File: config.mk
export PLATFORM = sky130hd
export DESIGN_NAME = smb_line_watch
export DESIGN_NICKNAME = d
export VERILOG_FILES = /design/src/rtl/smb_watch_pkg.sv /design/src/rtl/smb_low_timer.sv /design/src/rtl/smb_tmo_flag.sv /design/src/rtl/smb_idle_detect.sv /design/src/rtl/smb_line_watch.sv
export SDC_FILE = /design/constraint.sdc
export NUM_CORES = 1
export LEC_CHECK = 0
export CELL_PAD_IN_SITES_DETAIL_PLACEMENT = 0
export CELL_PAD_IN_SITES_GLOBAL_PLACEMENT = 1
export CORE_ASPECT_RATIO = 0.9
export CORE_MARGIN = 10
export CORE_UTILIZATION = 37
export DETAILED_ROUTE_END_ITERATION = 12
export PLACE_DENSITY = 0.81
export SLEW_MARGIN = 10
export SYNTH_ARGS = -nofsm -noshare
export SYNTH_HDL_FRONTEND = slang
export SYNTH_HIERARCHICAL = 1
export SYNTH_SLANG_ARGS = --single-unit
export TNS_END_PERCENT = 100
File: constraint.sdc
create_clock -name clk_i -period 2 [get_ports clk_i]
set_input_delay 0.2 -clock clk_i [delete_from_list [all_inputs] [get_ports clk_i]]
set_output_delay 0.2 -clock clk_i [all_outputs]
set_load 0.02 [all_outputs]
File: src/rtl/smb_watch_pkg.sv
package smb_watch_pkg;
  localparam int unsigned TMO_W_DEF      = 16;
  localparam int unsigned IDLE_TICKS_DEF = 10;

  typedef enum logic [1:0] {
    LOW_HOLD  = 2'd0,
    LOW_STEP  = 2'd1,
    LOW_WRAP  = 2'd2
  } low_act_e;
endpackage

File: src/rtl/smb_low_timer.sv
module smb_low_timer
  import smb_watch_pkg::*;
#(
  parameter int unsigned TMO_W = TMO_W_DEF
) (
  input  logic             clk_i,
  input  logic             rst_ni,
  input  logic             en_i,
  input  logic             scl_i,
  input  logic [TMO_W-1:0] reload_i,
  output logic             wrap_o
);
  localparam logic [TMO_W-1:0] CNT_TOP = {TMO_W{1'b1}};

  logic [TMO_W-1:0] cnt_q;
  low_act_e         act;

  // Choose what the counter does on this edge
  always_comb begin
    if (!en_i || scl_i)       act = LOW_HOLD;
    else if (cnt_q == CNT_TOP) act = LOW_WRAP;
    else                      act = LOW_STEP;
  end

  always_ff @(posedge clk_i) begin
    if (!rst_ni) begin
      cnt_q <= '0;
    end else begin
      unique case (act)
        LOW_STEP: cnt_q <= cnt_q + 1'b1;
        default:  cnt_q <= reload_i;
      endcase
    end
  end

  assign wrap_o = (act == LOW_WRAP);

  AST_RELOAD_HELD: assert property (@(posedge clk_i) disable iff (!rst_ni)
    (en_i && scl_i) |=> (cnt_q == $past(reload_i)));
  AST_COUNT_STEP: assert property (@(posedge clk_i) disable iff (!rst_ni)
    (en_i && !scl_i && cnt_q != CNT_TOP) |=> (cnt_q == $past(cnt_q) + 1'b1));
  AST_WRAP_RESTART: assert property (@(posedge clk_i) disable iff (!rst_ni)
    wrap_o |=> (cnt_q == $past(reload_i)));
endmodule

File: src/rtl/smb_tmo_flag.sv
module smb_tmo_flag (
  input  logic clk_i,
  input  logic rst_ni,
  input  logic en_i,
  input  logic wrap_i,
  input  logic clr_i,
  output logic flag_o,
  output logic irq_o
);
  logic flag_q;
  logic irq_q;

  always_ff @(posedge clk_i) begin
    if (!rst_ni) begin
      flag_q <= 1'b0;
      irq_q  <= 1'b0;
    end else if (!en_i) begin
      flag_q <= 1'b0;
      irq_q  <= 1'b0;
    end else begin
      irq_q <= wrap_i;
      if (wrap_i)     flag_q <= 1'b1;
      else if (clr_i) flag_q <= 1'b0;
    end
  end

  assign flag_o = flag_q;
  assign irq_o  = irq_q;

  AST_IRQ_WITH_FLAG: assert property (@(posedge clk_i) disable iff (!rst_ni)
    irq_o |-> flag_o);
  AST_FLAG_STICKY: assert property (@(posedge clk_i) disable iff (!rst_ni)
    (flag_o && en_i && !clr_i) |=> flag_o);
  AST_OFF_QUIET: assert property (@(posedge clk_i) disable iff (!rst_ni)
    !en_i |=> (!irq_o && !flag_o));
endmodule

File: src/rtl/smb_idle_detect.sv
module smb_idle_detect
  import smb_watch_pkg::*;
#(
  parameter int unsigned IDLE_TICKS = IDLE_TICKS_DEF
) (
  input  logic clk_i,
  input  logic rst_ni,
  input  logic en_i,
  input  logic scl_i,
  input  logic sda_i,
  input  logic tick_i,
  output logic idle_o
);
  localparam int unsigned GOAL  = IDLE_TICKS + 1;
  localparam int unsigned CNT_W = $clog2(GOAL + 1);
  localparam logic [CNT_W-1:0] GOAL_V = CNT_W'(GOAL);

  logic [CNT_W-1:0] cnt_q;
  logic             lines_high;

  assign lines_high = scl_i && sda_i;

  always_ff @(posedge clk_i) begin
    if (!rst_ni) begin
      cnt_q <= '0;
    end else if (!en_i || !lines_high) begin
      cnt_q <= '0;
    end else if (tick_i && cnt_q != GOAL_V) begin
      cnt_q <= cnt_q + 1'b1;
    end
  end

  assign idle_o = (cnt_q == GOAL_V);

  AST_IDLE_DROP: assert property (@(posedge clk_i) disable iff (!rst_ni)
    (!scl_i || !sda_i) |=> !idle_o);
  AST_IDLE_OFF: assert property (@(posedge clk_i) disable iff (!rst_ni)
    !en_i |=> !idle_o);
  AST_IDLE_HOLD: assert property (@(posedge clk_i) disable iff (!rst_ni)
    (idle_o && en_i && scl_i && sda_i) |=> idle_o);
endmodule

File: src/rtl/smb_line_watch.sv
module smb_line_watch
  import smb_watch_pkg::*;
#(
  parameter int unsigned TMO_W      = TMO_W_DEF,
  parameter int unsigned IDLE_TICKS = IDLE_TICKS_DEF
) (
  input  logic             clk_i,
  input  logic             rst_ni,
  input  logic             scl_i,
  input  logic             sda_i,
  input  logic             tmo_en_i,
  input  logic             idle_en_i,
  input  logic             cs_tick_i,
  input  logic [TMO_W-1:0] tmo_reload_i,
  input  logic             tmo_clr_i,
  output logic             tmo_flag_o,
  output logic             tmo_irq_o,
  output logic             bus_idle_o
);
  logic wrap;

  smb_low_timer #(.TMO_W(TMO_W)) u_low (
    .clk_i    (clk_i),
    .rst_ni   (rst_ni),
    .en_i     (tmo_en_i),
    .scl_i    (scl_i),
    .reload_i (tmo_reload_i),
    .wrap_o   (wrap)
  );

  smb_tmo_flag u_flag (
    .clk_i  (clk_i),
    .rst_ni (rst_ni),
    .en_i   (tmo_en_i),
    .wrap_i (wrap),
    .clr_i  (tmo_clr_i),
    .flag_o (tmo_flag_o),
    .irq_o  (tmo_irq_o)
  );

  smb_idle_detect #(.IDLE_TICKS(IDLE_TICKS)) u_idle (
    .clk_i  (clk_i),
    .rst_ni (rst_ni),
    .en_i   (idle_en_i),
    .scl_i  (scl_i),
    .sda_i  (sda_i),
    .tick_i (cs_tick_i),
    .idle_o (bus_idle_o)
  );

  AST_RESET_QUIET: assert property (@(posedge clk_i)
    !rst_ni |=> (!tmo_flag_o && !tmo_irq_o && !bus_idle_o));
endmodule

### Yosys cells after proc, flatten, opt, wreduce, memory -nomap -nowiden

Cells that the tools add are included.

* register bits: 22
* word-level logic and storage cells: 27

* add/sub/neg operators: 2
* equal/unequal tests: 5
* muxes and demuxes: 5
* bitwise logic cells: 1
* reductions and logical operators: 10

Operators with widths (number)
* adder 16 x 1 -> 16 bit, second input constant: 1
* equality test 16 bit, second input constant: 1
* 2-to-1 mux 16 bit: 1
* adder 4 x 1 -> 4 bit, second input constant: 1
* equality test 4 bit, second input constant: 1
* 2-to-1 mux 2 bit: 2
* inequality test 4 bit, second input constant: 1
* logical NOT 1 bit: 3
* equality test 2 x 1 -> 1 bit, second input constant: 1
* equality test 2 bit, second input constant: 1
* logical AND 1 bit: 2
* logical OR 1 bit: 2
* 2-to-1 mux 1 bit: 2
* AND reduction 2 bit: 1
* nonzero test 2 bit: 1
* OR reduction 2 bit: 1
* inverter 1 bit: 1

### Longest topological paths before layout

* word-level depth: 5
* mapped depth: 7

### By module

The synthesis kept the hierarchy.

By module, submodules not included
* smb_low_timer: instances 1, cells an instance 119, area each 1014.7 µm², sequential area each 320.3 µm²
* smb_idle_detect: instances 1, cells an instance 21, area each 188.9 µm², sequential area each 80.1 µm²
* smb_tmo_flag: instances 1, cells an instance 7, area each 66.3 µm², sequential area each 40.0 µm²

### Worst setup path after synthesis

Ideal clock, no wire load.

* kind: register to register
* start: reg u_low.cnt_q[0]
* end: reg u_low.cnt_q[10]
* arrival: 1.807 ns
* setup slack: 0.114 ns
* cell stages (with the launch flop): 8
* buffers on the path: 2
* period minus slack after synthesis: 1.886 ns
* cells stage by stage: dfxtp_1 > ha_1 > nand3_4 > or4_4 > buf_6 > o21a_1 > buf_6 > a211oi_2

* cells in the longest elaborated chain, start to end: 5
* elaborated cells between the ends (all ways): 6

Ends and longest elaborated chain
* from (decl): RTL line smb_low_timer.sv:15 `logic [TMO_W-1:0] cnt_q;`
* from (signal assigned): RTL line smb_low_timer.sv:30 `LOW_STEP: cnt_q <= cnt_q + 1'b1;`
* from (signal assigned): RTL line smb_low_timer.sv:31 `default: cnt_q <= reload_i;`
* branches (longest 4 deep; another with adder 16 x 1 -> 16 bit)
* 2-to-1 mux 16 bit *: RTL line smb_low_timer.sv:29 `unique case (act)`

Every way passes the cells marked *.
A chain may end at the register's enable or synchronous reset.

### Worst setup path in the final report

* start: reg u_low.cnt_q[0]
* end: reg u_low.cnt_q[6]

Same word-level chain as after synthesis.

==> flow_summary.yaml <==
outcome:
  status: "finished, final reports clean"
yosys:
  ys_ff_latch: 22
  synth_adder_area_share_pct: 1.970
  syn_area_mm2: 0.001270
  synth_xor_area_share_pct: 6.897
  syn_nets: 173
  avgSynthCellArea_um2: 8.639
  yosysUniqueCellTypes: 33
  syn-instance-count: 147
  synth_mux_area_share_pct: 7.882
  yosys_warnings: 6
  synth_top_family_by_area: "simple AND/OR/NAND/NOR gates"
  yosys.area_share.simple_pct: 26.01
  synth-compound-area-share_pct: 18.13
  yosysSeqAreaShare_pct: 34.68
setup_path:
  critPathKind: "flip-flop to flip-flop"
  cp.arrival_ns: 2.10
  required_ns: 2.19
  crit_fanout: 10
  end_kind: "flip-flop"
  critPathLaunchType: "flip-flop"
timing:
  period_minus_slack_ns: 1.905
  max_freq_ghz: 0.5249
  slew_headroom_pct: 73.05
  tns_ns: 0
  hold_viol: 0
  setup_violations: 0
  period_share_pct: 95.25
  fin_skew_ns: 0.002752
  slew_violations: 0
  tightest_slew_ns: 0.4030
  rsz0062_at_grt: "false"
cells_and_area:
  drive_above_1_share_pct: 11.36
  layout.cells.non_filler: 220
  final_common_cell: "clkdlybuf4s50_1"
  antenna_cells: 0
  area_growth_pct: 30.44
  design_area_mm2: 0.001657
  final_cell_mix: "clkdlybuf4s50_1 (26), dfxtp_1 (22), nand2_1 (20)"
  utilization_pct: 49.77
  fill_cells: 325
  nNetsFinal: 204
detailed_routing:
  vias_per_cell: 5.132
  drt_iter0_drc: 73
  ant_nets: 0
  drt-total-wl_um: 3053
  vias: 1129
  wl_per_cell_um: 13.88
  drcViolationCount: 0
  dr.pass1.iters: 4
cts:
  clock-root-buffer: "clkbuf_8"
  cts_buffer_depth: 2
  clk_pin_slew_worst_paths_ns: 0.07
  clock_latency_ns: 0.26
  htreeDepth: 1
  ctsHoldBuffers: 0
  cts_tree: "yes"
  cts_buffers: 3
  clock-sinks: 22
hold_path:
  hold_path_class: "input pin to flip-flop"
global_routing:
  grt_pass1_wl_um: 5078
  overflow: 0
  antenna_found_initial: 0
  grt_use_total_pct: 10.42
  grt_pass1_vias: 1123
  grt_max_degree: 28
floorplan:
  die_area_mm2: 0.006179
  core-area_mm2: 0.003328
  io_pins: 27
  rows: 20
  chipWidth_um: 81.76
  start_util_pct: 38.16
  die_y_um: 75.58
run:
  maxCapViolations: 0
placed_design:
  portBuffers: 26
  placed_cells: 216
  hpwlAfterDp_um: 2358
  place_area_mm2: 0.001585
  gp_congestion: 0.8100
power:
  p_leak_nw: 0.5725
  finalPower_mw: 0.9029
  p_per_area_mw_per_mm2: 545.0
  peakVddDrop_mv: 0.2548
==> per-layer routing <==
metal	global-route usage, %	vias up	wire [um]
met2	16.17	28	1394
met3	1.769	5	146
met4	5.660	0	66
met1	13.41	505	1446
met5	0	-	0
li1	-	591	-
==> critical path: stages (launching register included) <==
cell,delay [ns]
dfxtp_1,0.38
ha_2,0.23
nand3_4,0.08
or4_4,0.61
o21ai_4,0.20
buf_12,0.15
mux2i_1,0.17
==> Yosys cell counts <==
cell	number	area [um^2]
a211oi_2	3	37.54
o21ai_0	9	45.04
xor2_1	2	17.52
nor3_1	10	50.05
nand2_1	20	75.07
nand3b_1	1	7.510
nor4_1	4	25.02
xnor2_1	8	70.07
buf_6	2	22.52
o41ai_1	1	8.760
o221ai_1	3	26.28
a21oi_1	5	25.02
o31ai_1	1	7.510
clkbuf_1	4	15.01
nor2b_1	1	6.260
dfxtp_1	22	440.4
a21boi_0	1	7.510
or4_4	1	11.26
a21oi_2	1	8.760
nand3_4	1	17.52
and3b_4	1	12.51
o21ai_4	1	16.27
nand2b_1	6	37.54
ha_1	2	25.02
nor2_1	4	15.01
inv_1	5	18.77
and4_1	1	8.760
o21a_1	5	37.54
or3_1	1	6.260
nand4_1	6	37.54
nand3_1	4	20.02
mux2i_1	10	100.1
o31a_2	1	10.01
==> sequential cells by signal, summed over array words and instances, names as in the netlist <==
name and flops:
u_idle/cnt_q 4, u_flag/flag_o 1, u_low/cnt_q 16, u_flag/irq_o 1
==> power breakdown <==
part           switching (mW)  total (mW)  leakage (nW)  internal (mW)
logic                  0.0584       0.147         0.369         0.0886
clock network           0.133       0.267        0.0216          0.134
registers              0.0268       0.489         0.181          0.462
total                   0.218       0.903         0.572          0.685
==> final timing paths <==
kind / to / depth (start not counted) / slack, ns / startpoint
worst min register to register: u_flag/flag_o / 2 / 0.50 / u_flag/flag_o
worst min-delay path: u_low/cnt_q[0] / 3 / 0.49 / tmo_reload_i[0]
worst max register to register: u_low/cnt_q[6] / 6 / 0.1 / u_low/cnt_q[0]
worst max-delay path: u_low/cnt_q[6] / 6 / 0.1 / u_low/cnt_q[0]
==> logic make-up after synthesis <==
family,after synthesis
flip-flops,22
XOR/XNOR,10
AND/OR/NAND/NOR,61
buffers and inverters,11
AO/OA/AOI/OAI,31
multiplexers,10
adder cells (fa/ha/maj),2
==> metrics by stage <==
step                worst slack, ns  hold slack [ns]
global placement             0.1391           0.4773
global route               0.003973           0.4853
finish                      0.09502           0.4884
detailed placement          0.04169           0.4952
CTS                         0.01788           0.4861
floorplan                    0.1135           0.3388
==> layout make-up <==
cell class,instances,area (um^2),share of cell area [%]
multi-input combinational,114,783.3,47.28
sequential,22,440.4,26.59
timing repair buffer,32,317.8,19.18
tap,44,55.05,3.323
clock buffer,3,41.29,2.492
inverter,5,18.77,1.133
==> repair_timing <==
item,in CTS,in global routing
endpoints found under the setup margin,0,15
gates resized for setup,0,3
setup buffers,0,1
No activity file was read; power rests on OpenSTA's default activity.
